===== config.mk =====
export PLATFORM = sky130hd
export DESIGN_NAME = match_timer
export DESIGN_NICKNAME = d
export VERILOG_FILES = /design/src/rtl/match_timer_pkg.sv /design/src/rtl/mt_bus_ctrl.sv /design/src/rtl/mt_channel_path.sv /design/src/rtl/match_timer.sv
export SDC_FILE = /design/constraint.sdc
export NUM_CORES = 1
export LEC_CHECK = 0
export ABC_CLOCK_PERIOD_IN_PS = 2500
export CAP_MARGIN = 20
export CORE_MARGIN = 8
export CORE_UTILIZATION = 54
export DETAILED_ROUTE_END_ITERATION = 8
export PLACE_DENSITY = 0.75
export SLEW_MARGIN = 20
export SYNTH_ARGS = -nofsm -noshare
export SYNTH_HDL_FRONTEND = slang
export SYNTH_HIERARCHICAL = 1
export SYNTH_SLANG_ARGS = --single-unit

===== constraint.sdc =====
create_clock -name clk -period 2.5 [get_ports clk]
set_clock_uncertainty 0.2 [all_clocks]
set_input_delay 0.375 -clock clk [delete_from_list [all_inputs] [get_ports clk]]
set_output_delay 0.375 -clock clk [all_outputs]
set_load 0.01 [all_outputs]

===== src/rtl/match_timer_pkg.sv =====
package match_timer_pkg;

  // Per-channel write strobes produced by the bus decoder.
  typedef struct packed {
    logic csrWr;
    logic cntWr;
    logic cmpWr;
  } chStrobe_t;

  function automatic int cntWidth(input bit wide);
    return wide ? 32 : 16;
  endfunction

  function automatic int flagPos(input bit wide);
    return wide ? 15 : 7;
  endfunction

  function automatic int ovrPos(input bit wide);
    return wide ? 14 : 6;
  endfunction

  function automatic int iePos(input bit wide);
    return wide ? 6 : 5;
  endfunction

endpackage


===== src/rtl/mt_bus_ctrl.sv =====
module mt_bus_ctrl
  import match_timer_pkg::*;
#(
  parameter int NUM_CH  = 2,
  parameter bit WIDE    = 1'b0,
  parameter int ADDR_W  = 8,
  parameter int CH_SPAN = 16,
  localparam int CNT_W  = cntWidth(WIDE)
) (
  input  logic                            clk,
  input  logic                            rstN,
  input  logic [ADDR_W-1:0]               busAddr,
  input  logic                            busWr,
  input  logic                            busRd,
  input  logic [CNT_W-1:0]                busWrData,
  input  logic [NUM_CH-1:0][15:0]         csrView,
  input  logic [NUM_CH-1:0][CNT_W-1:0]    cntView,
  input  logic [NUM_CH-1:0][CNT_W-1:0]    cmpView,
  output chStrobe_t [NUM_CH-1:0]          strobes,
  output logic [NUM_CH-1:0]               runBits,
  output logic [CNT_W-1:0]                busRdData
);

  localparam int SH = WIDE ? 2 : 1;
  localparam logic [ADDR_W-1:0] WIN = ADDR_W'(3 << SH);

  logic [NUM_CH-1:0] runReg;
  logic              startHit;

  assign startHit = (busAddr == '0);
  assign runBits  = runReg;

  always_ff @(posedge clk or negedge rstN) begin
    if (!rstN) begin
      runReg <= '0;
    end else if (busWr && startHit) begin
      runReg <= busWrData[NUM_CH-1:0];
    end
  end

  always_comb begin
    logic [ADDR_W-1:0] base;
    logic [ADDR_W-1:0] rel;
    logic [ADDR_W-1:0] idx;
    logic [CNT_W-1:0]  rdVal;
    strobes = '0;
    rdVal   = '0;
    if (startHit) rdVal = CNT_W'(runReg);
    for (int c = 0; c < NUM_CH; c++) begin
      base = ADDR_W'(CH_SPAN * (c + 1));
      rel  = busAddr - base;
      idx  = rel >> SH;
      if (busAddr >= base && rel < WIN && rel[SH-1:0] == '0) begin
        case (idx)
          ADDR_W'(0): begin
            strobes[c].csrWr = busWr;
            rdVal = CNT_W'(csrView[c]);
          end
          ADDR_W'(1): begin
            strobes[c].cntWr = busWr;
            rdVal = cntView[c];
          end
          default: begin
            strobes[c].cmpWr = busWr;
            rdVal = cmpView[c];
          end
        endcase
      end
    end
    busRdData = busRd ? rdVal : '0;
  end

endmodule


===== src/rtl/mt_channel_path.sv =====
module mt_channel_path
  import match_timer_pkg::*;
#(
  parameter int NUM_CH   = 2,
  parameter bit WIDE     = 1'b0,
  parameter int PRESCALE = 8,
  localparam int CNT_W   = cntWidth(WIDE)
) (
  input  logic                            clk,
  input  logic                            rstN,
  input  chStrobe_t [NUM_CH-1:0]          strobes,
  input  logic [NUM_CH-1:0]               runBits,
  input  logic [CNT_W-1:0]                busWrData,
  output logic [NUM_CH-1:0][15:0]         csrView,
  output logic [NUM_CH-1:0][CNT_W-1:0]    cntView,
  output logic [NUM_CH-1:0][CNT_W-1:0]    cmpView,
  output logic [NUM_CH-1:0]               irq
);

  localparam int PSC_W  = (PRESCALE > 1) ? $clog2(PRESCALE) : 1;
  localparam int F_POS  = flagPos(WIDE);
  localparam int O_POS  = ovrPos(WIDE);
  localparam int IE_POS = iePos(WIDE);
  localparam logic [PSC_W-1:0] PSC_LAST = PSC_W'(PRESCALE - 1);

  for (genvar c = 0; c < NUM_CH; c++) begin : g_ch
    logic [PSC_W-1:0] pscCnt;
    logic [CNT_W-1:0] count;
    logic [CNT_W-1:0] compare;
    logic             matchFlag;
    logic             ovrFlag;
    logic             irqEn;
    logic             tick;
    logic             hit;

    assign tick = runBits[c] && (pscCnt == PSC_LAST);
    assign hit  = tick && (count == compare);

    always_ff @(posedge clk or negedge rstN) begin
      if (!rstN) begin
        pscCnt <= '0;
      end else if (!runBits[c] || tick) begin
        pscCnt <= '0;
      end else begin
        pscCnt <= pscCnt + 1'b1;
      end
    end

    always_ff @(posedge clk or negedge rstN) begin
      if (!rstN) begin
        count <= '0;
      end else if (strobes[c].cntWr) begin
        count <= busWrData;
      end else if (hit) begin
        count <= '0;
      end else if (tick) begin
        count <= count + 1'b1;
      end
    end

    always_ff @(posedge clk or negedge rstN) begin
      if (!rstN) begin
        compare <= '1;
      end else if (strobes[c].cmpWr) begin
        compare <= busWrData;
      end
    end

    always_ff @(posedge clk or negedge rstN) begin
      if (!rstN) begin
        matchFlag <= 1'b0;
        ovrFlag   <= 1'b0;
        irqEn     <= 1'b0;
      end else begin
        if (strobes[c].csrWr) begin
          irqEn <= busWrData[IE_POS];
          if (!busWrData[F_POS]) matchFlag <= 1'b0;
          if (!busWrData[O_POS]) ovrFlag   <= 1'b0;
        end
        if (hit) begin
          matchFlag <= 1'b1;
          if (matchFlag) ovrFlag <= 1'b1;
        end
      end
    end

    always_comb begin
      csrView[c]         = '0;
      csrView[c][F_POS]  = matchFlag;
      csrView[c][O_POS]  = ovrFlag;
      csrView[c][IE_POS] = irqEn;
    end

    assign cntView[c] = count;
    assign cmpView[c] = compare;
    assign irq[c]     = matchFlag & irqEn;
  end

endmodule


===== src/rtl/match_timer.sv =====
module match_timer
  import match_timer_pkg::*;
#(
  parameter int NUM_CH   = 2,
  parameter bit WIDE     = 1'b0,
  parameter int PRESCALE = 8,
  parameter int ADDR_W   = 8,
  parameter int CH_SPAN  = 16,
  localparam int CNT_W   = cntWidth(WIDE)
) (
  input  logic              clk,
  input  logic              rstN,
  input  logic [ADDR_W-1:0] busAddr,
  input  logic              busWr,
  input  logic              busRd,
  input  logic [CNT_W-1:0]  busWrData,
  output logic [CNT_W-1:0]  busRdData,
  output logic [NUM_CH-1:0] irq
);

  chStrobe_t [NUM_CH-1:0]         strobes;
  logic [NUM_CH-1:0]              runBits;
  logic [NUM_CH-1:0][15:0]        csrView;
  logic [NUM_CH-1:0][CNT_W-1:0]   cntView;
  logic [NUM_CH-1:0][CNT_W-1:0]   cmpView;

  mt_bus_ctrl #(
    .NUM_CH(NUM_CH), .WIDE(WIDE), .ADDR_W(ADDR_W), .CH_SPAN(CH_SPAN)
  ) ctrl_i (
    .clk(clk), .rstN(rstN), .busAddr(busAddr), .busWr(busWr), .busRd(busRd),
    .busWrData(busWrData), .csrView(csrView), .cntView(cntView),
    .cmpView(cmpView), .strobes(strobes), .runBits(runBits),
    .busRdData(busRdData)
  );

  mt_channel_path #(
    .NUM_CH(NUM_CH), .WIDE(WIDE), .PRESCALE(PRESCALE)
  ) path_i (
    .clk(clk), .rstN(rstN), .strobes(strobes), .runBits(runBits),
    .busWrData(busWrData), .csrView(csrView), .cntView(cntView),
    .cmpView(cmpView), .irq(irq)
  );

endmodule


==> impl_metrics.json, run 1 <==
{
  "run_status": "finished with violations",
  "violations": "negative setup slack",
  "p_sw_uw": 911.6,
  "comb_power_share": 0.190,
  "worstPathRequired_ps": 1920,
  "grt_pass1_wl_mm": 27.44,
  "ys_top_cells_by_area": "dfrtp_1 (20%), dfstp_2 (15%), mux2_2 (11%)",
  "worstSetupEndpointType": "primary output",
  "synth_top_area_cell": "dfrtp_1",
  "n_antenna_cell": 0,
  "vias": 5170,
  "dp_slack_ps": -1508,
  "setup_slack_ps": -450.8,
  "finalCritPeriodShare": 1.180,
  "internal_power_mw": 2.403,
  "drt_iter0_drc": 623,
  "cts_buffer_depth": 2,
  "syn_inst": 608,
  "rsz0062_at_grt": "yes",
  "yosysTopAreaCellShare": 0.1985,
  "final_core_util": 0.7117,
  "min_path_cells": 1,
  "ys_top_cells_by_count": "nand2_1 (67), mux2_2 (58), dfrtp_1 (46)",
  "worstMarginPinSlew_ps": 570.4,
  "cp_max_fo": 7,
  "fmax_mhz": 338.9,
  "post-route-drc-count": 0,
  "path_clk_slew_ps": 80,
  "hold_violations": 0,
  "dominantRegCellSynth": "dfrtp_1",
  "synth.distinct_cells": 64,
  "yosys_warnings": 6,
  "drv_cap": 0,
  "async_flop_share": 1.000,
  "grt_overflow": 0,
  "power_density_mw_per_mm2": 437.3,
  "track_usage": 0.2386,
  "first_pass_iters": 5,
  "area_growth_pct": 30.73,
  "ant_nets": 0,
  "grt_max_degree": 35,
  "setup_viol": 45,
  "ir_drop_mv": 0.3606,
  "h-tree-depth": 3,
  "cts_tree": "built",
  "die_area_mm2": 0.01431,
  "ys_seq_area_frac": 0.3435,
  "start_util": 0.5444,
  "wirelength_mm": 17.32,
  "insertion_delay_ps": 360,
  "hold_slack_ps": 242.9,
  "antenna_found_initial": 0,
  "crit_arrival_ps": 2380,
  "pwr-share-seq": 0.462,
  "ff2ff_path_depth": 8,
  "drive_above_1_share": 0.3876,
  "hpwl_mm": 12.20,
  "min_period_ps": 2951,
  "cts-buffers-inserted": 9,
  "ios": 46,
  "drv_slew": 0,
  "synth_edf_count": 0,
  "synth_most_common_cell": "nand2_1",
  "syn-cell-area_mm2": 0.005798,
  "port_buffers": 45,
  "ys_seq_elements": 78,
  "finalSetupTns_ps": -11790,
  "die_w_um": 119.6,
  "cts.sinks": 78,
  "fp.coreArea_mm2": 0.01065,
  "syn_avg_cell_area_um2": 9.536,
  "slew_headroom": 0.6162,
  "hold_path.class": "flip-flop to flip-flop",
  "total_power_mw": 3.315,
  "cts_root_buf": "clkbuf_8",
  "crit_path_start_kind": "input pin",
  "rows": 38,
  "drt-vias-per-instance": 5.977,
  "finalNetCount": 762,
  "swShare": 0.2750,
  "die_h_um": 119.6,
  "grt_pass1_vias": 5215,
  "worstSetupPathType": "input pin to primary output",
  "gp_congestion": 0.9680,
  "p_leak_nw": 3.139,
  "clockPowerShare": 0.349,
  "post_drt_wl_per_cell_um": 20.02
}
-- layout make-up --
type	instances	area (um2)
Timing Repair Buffer	144	1366
Fill cell	782	3070
Multi-Input combinational cell	473	3737
Inverter	14	70.07
Sequential cell	78	1992
Tap cell	140	175.2
Clock inverter	5	107.6
Clock buffer	11	131.4
-- kinds of logic (layout without fill, tap and decap cells) --
group,Yosys count,in the layout,synth area share
simple gates,189,189,0.1776
compound gates,115,115,0.1392
mux,90,90,0.1683
buf+inv,82,174,0.08157
flops,78,78,0.3435
xor+xnor,39,39,0.05891
fa+ha+maj,14,14,0.03021
other cells,1,26,0.0006468
-- repair_timing --
| item | 4_1_cts | 5_1_grt |
|---|---|---|
| endpoints found under the hold margin | 17 | 0 |
| hold buffers | 1 | 0 |
| pin swaps | 10 | 12 |
| buffers inserted | 20 | 10 |
| gates cloned | 3 | 1 |
| gates resized for setup | 140 | 26 |
| setup endpoints to repair | 86 | 46 |
-- metrics by stage --
step                      instance area (um2)  instances
after floorplan                          6102        633
after global placement                   6840        818
after detailed placement                 6840        818
after CTS                                7470        857
after global routing                     7580        865
final                                    7580        865
-- power by group through the flow --
| stage | clock (mW) | sequential [mW] | combinational, mW |
|---|---|---|---|
| global route | 1.21 | 1.55 | 0.665 |
| finish | 1.16 | 1.53 | 0.628 |
| CTS | 1.16 | 1.53 | 0.612 |
| floorplan | 0 | 1.52 | 0.382 |
| global placement | 0 | 1.55 | 0.572 |
| detailed placement | 0 | 1.55 | 0.585 |
-- cell usage in the layout, fill, tap and decap left out, types with 9 or more instances in the layout --
cell / n
clkdlybuf4s50_1: 21
o22ai_4: 10
dfrtp_1: 46
mux2_2: 56
buf_4: 74
o21ai_0: 28
ha_1: 10
clkbuf_8: 9
nand4_1: 10
nor2_1: 19
nand3_1: 13
nand2_1: 65
buf_6: 25
xor2_1: 24
xnor2_1: 13
o21ai_1: 10
buf_2: 9
inv_1: 11
mux2i_1: 30
dfstp_2: 32
conb_1: 26
nor2b_1: 9
a21oi_1: 18
-- routing by layer --
metal / GRT usage / routed length, um
met5: 0 / 0
met4: 0.06167 / 335
met3: 0.04603 / 924
met2: 0.4101 / 8778
met1: 0.3009 / 7277
-- state kept, by name, summed over array words and instances, names as in the netlist --
signal	flops
path_i/g_ch.count	32
path_i/g_ch.pscCnt	6
path_i/g_ch.compare	32
ctrl_i/runBits	2
path_i/g_ch.matchFlag	2
path_i/g_ch.ovrFlag	2
path_i/g_ch.irqEn	2
-- path summary, 6_finish.rpt --
kind	from	to	slack, ps
worst max register to register	path_i/g_ch[0].pscCnt[0]	path_i/g_ch[0].count[12]	140
max in group asynchronous	rstN	path_i/g_ch[0].compare[10]	1160
worst min-delay path	path_i/g_ch[0].pscCnt[0]	path_i/g_ch[0].pscCnt[0]	240
min in group asynchronous	rstN	path_i/g_ch[0].count[0]	270
worst max-delay path	busAddr[6]	busRdData[1]	-450
worst min register to register	path_i/g_ch[0].pscCnt[0]	path_i/g_ch[0].pscCnt[0]	240
-- worst max-delay path, stage by stage --
cell      delay, ps
buf_12           90
inv_12           30
ha_4            150
nor3b_4         140
a2111o_1        390
and2_4          150
or4b_4          590
buf_6           180
o21ai_1         120
buf_2           150
Power figures use the tool's default switching activity.
==> run 2: changes to the inputs <==
- SLEW_MARGIN: 20 -> 30
==> results of run 2 <==
Same layout as run 1: the final DEF is identical, and so are final timing and power.
